==> config.mk <==
export PLATFORM = sky130hd
export DESIGN_NAME = sram_ctrl
export DESIGN_NICKNAME = d
export VERILOG_FILES = /design/src/rtl/sram_ctrl_pkg.sv /design/src/rtl/sram_phase_cnt.sv /design/src/rtl/sram_dq_path.sv /design/src/rtl/sram_ctrl.sv
export SDC_FILE = /design/constraint.sdc
export NUM_CORES = 1
export LEC_CHECK = 0
export BUFFER_PORTS_ARGS = -buffer_cell sky130_fd_sc_hd__buf_4
export CORE_ASPECT_RATIO = 1.2
export CORE_MARGIN = 3
export CORE_UTILIZATION = 35
export CTS_CLUSTER_DIAMETER = 80
export CTS_CLUSTER_SIZE = 25
export DETAILED_ROUTE_END_ITERATION = 6
export PLACE_DENSITY = 0.67
export SLEW_MARGIN = 20
export SYNTH_ARGS = -nofsm -noshare
export SYNTH_HDL_FRONTEND = slang
export SYNTH_SLANG_ARGS = --single-unit
==> constraint.sdc <==
create_clock -name clk -period 5.1 [get_ports clk]
set_input_delay 0 -clock clk [delete_from_list [all_inputs] [get_ports clk]]
set_output_delay 0 -clock clk [all_outputs]
set_load 0.1 [all_outputs]
==> src/rtl/sram_ctrl_pkg.sv <==
`timescale 1ns/1ps
package sram_ctrl_pkg;

  typedef enum logic [2:0] {
    ST_IDLE  = 3'd0,
    ST_RD    = 3'd1,
    ST_RREC  = 3'd2,
    ST_WR    = 3'd3,
    ST_WHOLD = 3'd4
  } sram_st_e;

  // Clock cycles needed to cover a limit in ns, never fewer than one.
  function automatic int ns_to_cyc(input int ns, input int period);
    int c;
    c = (ns + period - 1) / period;
    return (c < 1) ? 1 : c;
  endfunction

  function automatic int imax(input int a, input int b);
    return (a > b) ? a : b;
  endfunction

  function automatic int rd_cycles(input int period, input int t_rc, input int t_aa, input int t_oe);
    return imax(imax(ns_to_cyc(t_rc, period), ns_to_cyc(t_aa, period)), ns_to_cyc(t_oe, period));
  endfunction

  // Chip select stays low one extra cycle after write enable rises, so the
  // cycle-time term is reduced by one.
  function automatic int wr_cycles(input int period, input int t_wp, input int t_dw,
                                   input int t_aw, input int t_wc);
    return imax(imax(ns_to_cyc(t_wp, period), ns_to_cyc(t_dw, period)),
                imax(ns_to_cyc(t_aw, period), ns_to_cyc(t_wc, period) - 1));
  endfunction

endpackage

==> src/rtl/sram_phase_cnt.sv <==
`timescale 1ns/1ps
module sram_phase_cnt #(
  parameter int CNT_W = 4
) (
  input  logic             clk,
  input  logic             rst_n,
  input  logic             load,
  input  logic [CNT_W-1:0] load_val,
  output logic             expired
);
  logic [CNT_W-1:0] cnt_q;

  always_ff @(posedge clk or negedge rst_n) begin
    if (!rst_n)              cnt_q <= '0;
    else if (load)           cnt_q <= load_val;
    else if (cnt_q != '0)    cnt_q <= cnt_q - 1'b1;
  end

  assign expired = (cnt_q == '0);
endmodule

==> src/rtl/sram_dq_path.sv <==
`timescale 1ns/1ps
module sram_dq_path #(
  parameter int ADDR_W = 19,
  parameter int DATA_W = 8
) (
  input  logic              clk,
  input  logic              rst_n,
  input  logic              acc_start,
  input  logic [ADDR_W-1:0] req_addr,
  input  logic [DATA_W-1:0] req_wdata,
  input  logic              drive_nxt,
  input  logic              capture,
  input  logic [DATA_W-1:0] sram_dq_in,
  output logic [ADDR_W-1:0] sram_addr,
  output logic [DATA_W-1:0] sram_dq_out,
  output logic              sram_dq_oe,
  output logic [DATA_W-1:0] rdata
);
  always_ff @(posedge clk or negedge rst_n) begin
    if (!rst_n) begin
      sram_addr   <= '0;
      sram_dq_out <= '0;
      sram_dq_oe  <= 1'b0;
      rdata       <= '0;
    end else begin
      if (acc_start) begin
        sram_addr   <= req_addr;
        sram_dq_out <= req_wdata;
      end
      sram_dq_oe <= drive_nxt;
      if (capture) rdata <= sram_dq_in;
    end
  end
endmodule

==> src/rtl/sram_ctrl.sv <==
`timescale 1ns/1ps
module sram_ctrl
  import sram_ctrl_pkg::*;
#(
  parameter int ADDR_W        = 19,
  parameter int DATA_W        = 8,
  parameter int CLK_PERIOD_NS = 10,
  parameter int T_RC_NS       = 55,
  parameter int T_AA_NS       = 55,
  parameter int T_OE_NS       = 25,
  parameter int T_WC_NS       = 55,
  parameter int T_WP_NS       = 35,
  parameter int T_DW_NS       = 25,
  parameter int T_AW_NS       = 40,
  parameter int T_HZ_NS       = 20
) (
  input  logic              clk,
  input  logic              rst_n,
  input  logic              req,
  input  logic              req_we,
  input  logic [ADDR_W-1:0] req_addr,
  input  logic [DATA_W-1:0] req_wdata,
  output logic              ack,
  output logic [DATA_W-1:0] rdata,
  output logic [ADDR_W-1:0] sram_addr,
  output logic [DATA_W-1:0] sram_dq_out,
  output logic              sram_dq_oe,
  input  logic [DATA_W-1:0] sram_dq_in,
  output logic              sram_cs_n,
  output logic              sram_we_n,
  output logic              sram_oe_n
);
  localparam int RD_CYC  = rd_cycles(CLK_PERIOD_NS, T_RC_NS, T_AA_NS, T_OE_NS);
  localparam int WR_CYC  = wr_cycles(CLK_PERIOD_NS, T_WP_NS, T_DW_NS, T_AW_NS, T_WC_NS);
  localparam int HZ_CYC  = ns_to_cyc(T_HZ_NS, CLK_PERIOD_NS);
  localparam int CYC_MIN = ns_to_cyc(imax(T_RC_NS, T_WC_NS), CLK_PERIOD_NS);
  localparam int CNT_W   = $clog2(imax(imax(RD_CYC, WR_CYC), HZ_CYC) + 1);

  sram_st_e st_q, st_nxt;
  logic             ph_load, ph_done, acc_start, rd_capture, ack_nxt, drive_nxt;
  logic [CNT_W-1:0] ph_val;

  // Named events for the bound checker.
  logic st_idle;
  assign st_idle = (st_q == ST_IDLE);

  sram_phase_cnt #(.CNT_W(CNT_W)) u_phase (
    .clk(clk), .rst_n(rst_n), .load(ph_load), .load_val(ph_val), .expired(ph_done)
  );

  always_comb begin
    st_nxt     = st_q;
    ph_load    = 1'b0;
    ph_val     = '0;
    acc_start  = 1'b0;
    rd_capture = 1'b0;
    ack_nxt    = 1'b0;
    unique case (st_q)
      ST_IDLE: if (req) begin
        acc_start = 1'b1;
        ph_load   = 1'b1;
        if (req_we) begin
          st_nxt = ST_WR;
          ph_val = CNT_W'(WR_CYC - 1);
        end else begin
          st_nxt = ST_RD;
          ph_val = CNT_W'(RD_CYC - 1);
        end
      end
      ST_RD: if (ph_done) begin
        rd_capture = 1'b1;
        ack_nxt    = 1'b1;
        ph_load    = 1'b1;
        ph_val     = CNT_W'(HZ_CYC - 1);
        st_nxt     = ST_RREC;
      end
      ST_RREC:  if (ph_done) st_nxt = ST_IDLE;
      ST_WR:    if (ph_done) st_nxt = ST_WHOLD;
      ST_WHOLD: begin
        ack_nxt = 1'b1;
        st_nxt  = ST_IDLE;
      end
      default:  st_nxt = ST_IDLE;
    endcase
  end

  assign drive_nxt = (st_nxt == ST_WR) || (st_nxt == ST_WHOLD);

  // Pin strobes are decoded from the next state so they leave flops directly.
  always_ff @(posedge clk or negedge rst_n) begin
    if (!rst_n) begin
      st_q      <= ST_IDLE;
      sram_cs_n <= 1'b1;
      sram_we_n <= 1'b1;
      sram_oe_n <= 1'b1;
      ack       <= 1'b0;
    end else begin
      st_q      <= st_nxt;
      sram_cs_n <= !((st_nxt == ST_RD) || drive_nxt);
      sram_we_n <= (st_nxt != ST_WR);
      sram_oe_n <= (st_nxt != ST_RD);
      ack       <= ack_nxt;
    end
  end

  sram_dq_path #(.ADDR_W(ADDR_W), .DATA_W(DATA_W)) u_dq (
    .clk(clk), .rst_n(rst_n), .acc_start(acc_start), .req_addr(req_addr),
    .req_wdata(req_wdata), .drive_nxt(drive_nxt), .capture(rd_capture),
    .sram_dq_in(sram_dq_in), .sram_addr(sram_addr), .sram_dq_out(sram_dq_out),
    .sram_dq_oe(sram_dq_oe), .rdata(rdata)
  );
endmodule

== After elaboration in Yosys (flattened, before gate mapping) ==
Cells that the tools add are included.
Word-level totals
  output and inout bits: 40
  word-level logic and storage cells: 45
  input port bits: 39
  flip-flop bits (word level): 46
Cells by class
  multiplexer cells: 18
  $add $sub $neg: 1
  equality and inequality tests: 9
  reduce and logical (&&, ||, !) cells: 7
Operators by type and width (count)
  2-to-1 mux 3 bit: 7
  one-hot mux 3 bit (4 select lines): 1
  == test 3 x 2 -> 1 bit, second input constant: 3
  == test 3 x 1 -> 1 bit, second input constant: 2
  == test 3 bit, second input constant: 2
  zero test 3 bit: 2
  2-to-1 mux 1 bit: 6
  one-hot mux 3 bit (2 select lines): 1
  one-hot mux 1 bit (2 select lines): 2
  inequality test 3 x 1 -> 1 bit, second input constant: 1
  inequality test 3 x 2 -> 1 bit, second input constant: 1
  nonzero test 3 bit: 1
  subtractor 3 x 1 -> 3 bit, second input constant: 1
  logical OR 1 bit: 2
  2-to-1 mux 2 bit: 1
  nonzero test 2 bit: 1
  zero test 1 bit: 1

== Logic depth before layout (Yosys ltp) ==
  word-level depth: 7
  mapped depth: 6
  gate-level depth less buffers: 5

== Hierarchy ==
From an unflattened synthesis, not the netlist that was laid out.
Second synthesis, totals
  cell total of the unflattened synthesis: 134
  area, all modules: 1989.4 sq um
Modules (own cells, without submodules)
  sram_dq_path: cells each 75, sequential area each 900.9 sq um, area each 1426.4 sq um, times used 1
  sram_ctrl: cells each 38, sequential area each 178.9 sq um, area each 362.8 sq um, times used 1
  sram_phase_cnt: cells each 21, sequential area each 75.1 sq um, area each 200.2 sq um, times used 1

== Worst setup path before layout ==
OpenSTA, ideal clock, no wires.
  kind: reg2reg
  start: reg u_phase.cnt_q[0]
  end: reg u_dq.rdata[0]
  data arrival time: 1.600 ns
  period minus slack after synthesis: 1.726 ns
  stages on the path, launching flop included: 7
  setup time: 0.125 ns
  buffers on the path: 1
  path slack: 3.374 ns
  data required time: 4.975 ns
  cells stage by stage: dfrtp_1 > inv_1 > ha_1 > nor2b_1 > and3_1 > buf_4 > mux2_2
Between the ends
  word-level cells in the longest chain between the ends: 3
Ends and longest elaborated chain
  from (decl): line sram_phase_cnt.sv:11  | logic [CNT_W-1:0] cnt_q;
  from (signal assigned): line sram_phase_cnt.sv:15  | else if (load) cnt_q <= load_val;
  from (signal assigned): line sram_phase_cnt.sv:16  | else if (cnt_q != '0) cnt_q <= cnt_q - 1'b1;
  zero test 3 bit: line sram_phase_cnt.sv:19  | assign expired = (cnt_q == '0);
  2-to-1 mux 1 bit: line sram_ctrl.sv:70  | ST_RD: if (ph_done) begin
  2-to-1 mux 1 bit: line sram_ctrl.sv:58  | unique case (st_q)
  to (signal assigned): line sram_dq_path.sv:31  | if (capture) rdata <= sram_dq_in;
  to (decl): line sram_dq_path.sv:17  | output logic [DATA_W-1:0] rdata
No other way between the ends.
A chain may end at the register's enable or synchronous reset.

== Worst setup path after layout ==
  start: reg u_phase.cnt_q[0]
  end: reg u_dq.rdata[5]
The elaborated chain is that of the path after synthesis.

==> flow_metrics.env <==
export IMPL_crit_path_start="u_phase.cnt_q[0]"
export IMPL_avgSynthCellArea_um2=14.4
export IMPL_ys_types=29
export IMPL_setup_violations_final=0
export IMPL_tns_ns=0
export IMPL_relSlewSlack=0.624
export IMPL_dr_pass1_iters=4
export IMPL_startpoint_type="flip-flop"
export IMPL_cp_required_ns=5.28
export IMPL_ant_nets=0
export IMPL_syn_area_um2=1880
export IMPL_routedWlPerCell_um=14.1
export IMPL_rsz0062_at_grt="no"
export IMPL_worst_slew_pin_slew_ns=0.565
export IMPL_groute_usage_overall=0.146
export IMPL_grt_pass1_wl_um=7080
export IMPL_ys_seq_area_frac=0.614
export IMPL_cts_tree="built"
export IMPL_final_nets=287
export IMPL_yosys_register_bits=46
export IMPL_routed_via_density=4.73
export IMPL_cp_arrival_ns=2.25
export IMPL_insertion_delay_ns=0.29
export IMPL_layout_common_cells="buf_4 (79), dfrtp_1 (43), dlygate4sd3_1 (36), mux2_2 (33)"
export IMPL_met3_length_um=282
export IMPL_postCtsResizedCells=0
export IMPL_clock_sinks=46
export IMPL_drt_iter0_markers=32
export IMPL_utilization=0.578
export IMPL_slew_viol_final=0
export IMPL_vias=1451
export IMPL_met2WireLength_um=2300
export IMPL_top_layer_used="met4"
export IMPL_die_x_um=72.9
export IMPL_yosys_top_cells_area="dfrtp_1 (57%), mux2_2 (20%), dfstp_2 (4.2%)"
export IMPL_cts_max_level=2
export IMPL_root_buffer="clkbuf_8"
export IMPL_drive_above_1_share=0.498
export IMPL_core_um2=5080
export IMPL_chipHeight_um=86.3
export IMPL_grt_overflow_total=0
export IMPL_num_antenna_cells=0
export IMPL_grt_max_degree=47
export IMPL_io_pins=79
export IMPL_synth_top_area_cell="dfrtp_1"
export IMPL_placementRows=28
export IMPL_grt_pass1_vias=1505
export IMPL_skew_ns=0.00575
export IMPL_worstHoldStart="req_we"
export IMPL_cts_buffers=5
export IMPL_outcome="complete, no violations"
export IMPL_min_period_over_period=0.407
export IMPL_antenna_found_initial=0
export IMPL_start_util=0.370
export IMPL_place_congestion=0.736
export IMPL_clk_pin_slew_ns=0.08
export IMPL_drc=0
export IMPL_cts_buffer_depth=2
export IMPL_hold_violations=0
export IMPL_syn_to_final_growth_pct=56.1
export IMPL_crit_chain="inv_1, ha_1, nor2b_1, and3_1, mux2_2"
export IMPL_syn_nets=172
export IMPL_synth_top_area_frac=0.572
export IMPL_crit_path_max_incr_delay_ns=0.50
export IMPL_synthCells=131
export IMPL_drt_total_wl_um=4330
export IMPL_ys_warn_count=0
export IMPL_port_buffers=78
export IMPL_worstSetupEndpointType="flip-flop"
export IMPL_layout_commonest_cell="buf_4"
export IMPL_min_period_ns=2.07
export IMPL_dieArea_um2=6300
export IMPL_dp_hpwl_um=2680
export IMPL_fmax_ghz=0.482
export IMPL_r2r_start="u_phase.cnt_q[0]"
export IMPL_worstHoldPathType="input port to flip-flop"
export IMPL_crit_type="flip-flop to flip-flop"
export IMPL_crit_fanout=9
export IMPL_wl_met1_um=1690
export IMPL_maxCapViolations=0
export IMPL_cp_slowest_cell="and3_1"
## routing by layer
layer	GRT usage	vias up
li1	-	685
met1	0.159	706
met2	0.260	55
met3	0.0499	5
met4	0.0537	0
met5	0	-
## logic make-up (layout without fill, tap and decap cells)
logic type,Yosys count,in the layout,synth area share
compound gates,14,14,0.0485
xor+xnor,1,1,0.00466
fa+ha+maj,2,2,0.0133
simple gates,22,22,0.0685
flops,46,46,0.614
mux,35,35,0.209
buf+inv,11,127,0.0419
## synth_stat cells (all sizes together)
library cell	instances
dfrtp	43
mux2	35
buf	6
nor2	6
a21oi	5
inv	4
dfstp	3
nand2	3
o21ai	3
a21o	2
ha	2
nand2b	2
nand3	2
nor3	2
a32oi	1
and2	1
and3	1
clkbuf	1
nor2b	1
nor3b	1
nor4	1
nor4b	1
o21a	1
o311a	1
o32a	1
or3	1
xnor2	1
## timing repair
action                                 4_1_cts  5_1_grt
hold buffers                                36        0
endpoints found under the hold margin       78        0
setup buffers                                0        0
## critical path, delay by kind of cell, from the launching register on
kind          cells  cell delay (ns)
simple gates      2             0.86
buf+inv           1             0.10
fa+ha+maj         1             0.18
mux               1             0.39
flops             1             0.42
## state kept, by name (all words and copies together) (netlist names)
name              count
ack                   1
sram_cs_n             1
sram_oe_n             1
sram_we_n             1
st_q                  3
u_dq.rdata            8
u_dq.sram_addr       19
u_dq.sram_dq_oe       1
u_dq.sram_dq_out      8
u_phase.cnt_q         3
## stage by stage
step,setup slack [ns],area (µm²),hold slack (ns),instances
5_1_grt,2.90,2940,0.101,307
3_3_place_gp,3.13,2490,0.0463,263
4_1_cts,3.06,2940,0.0847,307
3_5_place_dp,3.07,2490,0.0399,263
6_report,3.03,2940,0.0947,307
2_1_floorplan,3.37,1880,-0.296,131
## final timing paths
check / to / slack, ns / cells after the start
min: sram_oe_n / 0.09 / 4
min in group asynchronous: u_dq.sram_addr[4] / 0.24 / 2
max reg2reg: u_dq.rdata[5] / 3.03 / 5
max: u_dq.rdata[5] / 3.03 / 5
min reg2reg: u_dq.sram_addr[13] / 0.50 / 1
max in group asynchronous: sram_cs_n / 4.48 / 2
## layout make-up
cell class                 instances  area [µm²]
clock buffer                       7        86.3
clock inverter                     1        5.00
fill                             428        2140
inverter                           4        15.0
multi-input combinational         74         648
sequential                        46        1150
tap                               60        75.1
timing repair buffer             115         953
Power is not shown: default switching activity piles up to over one toggle a cycle in this logic, so the estimate is an artifact.
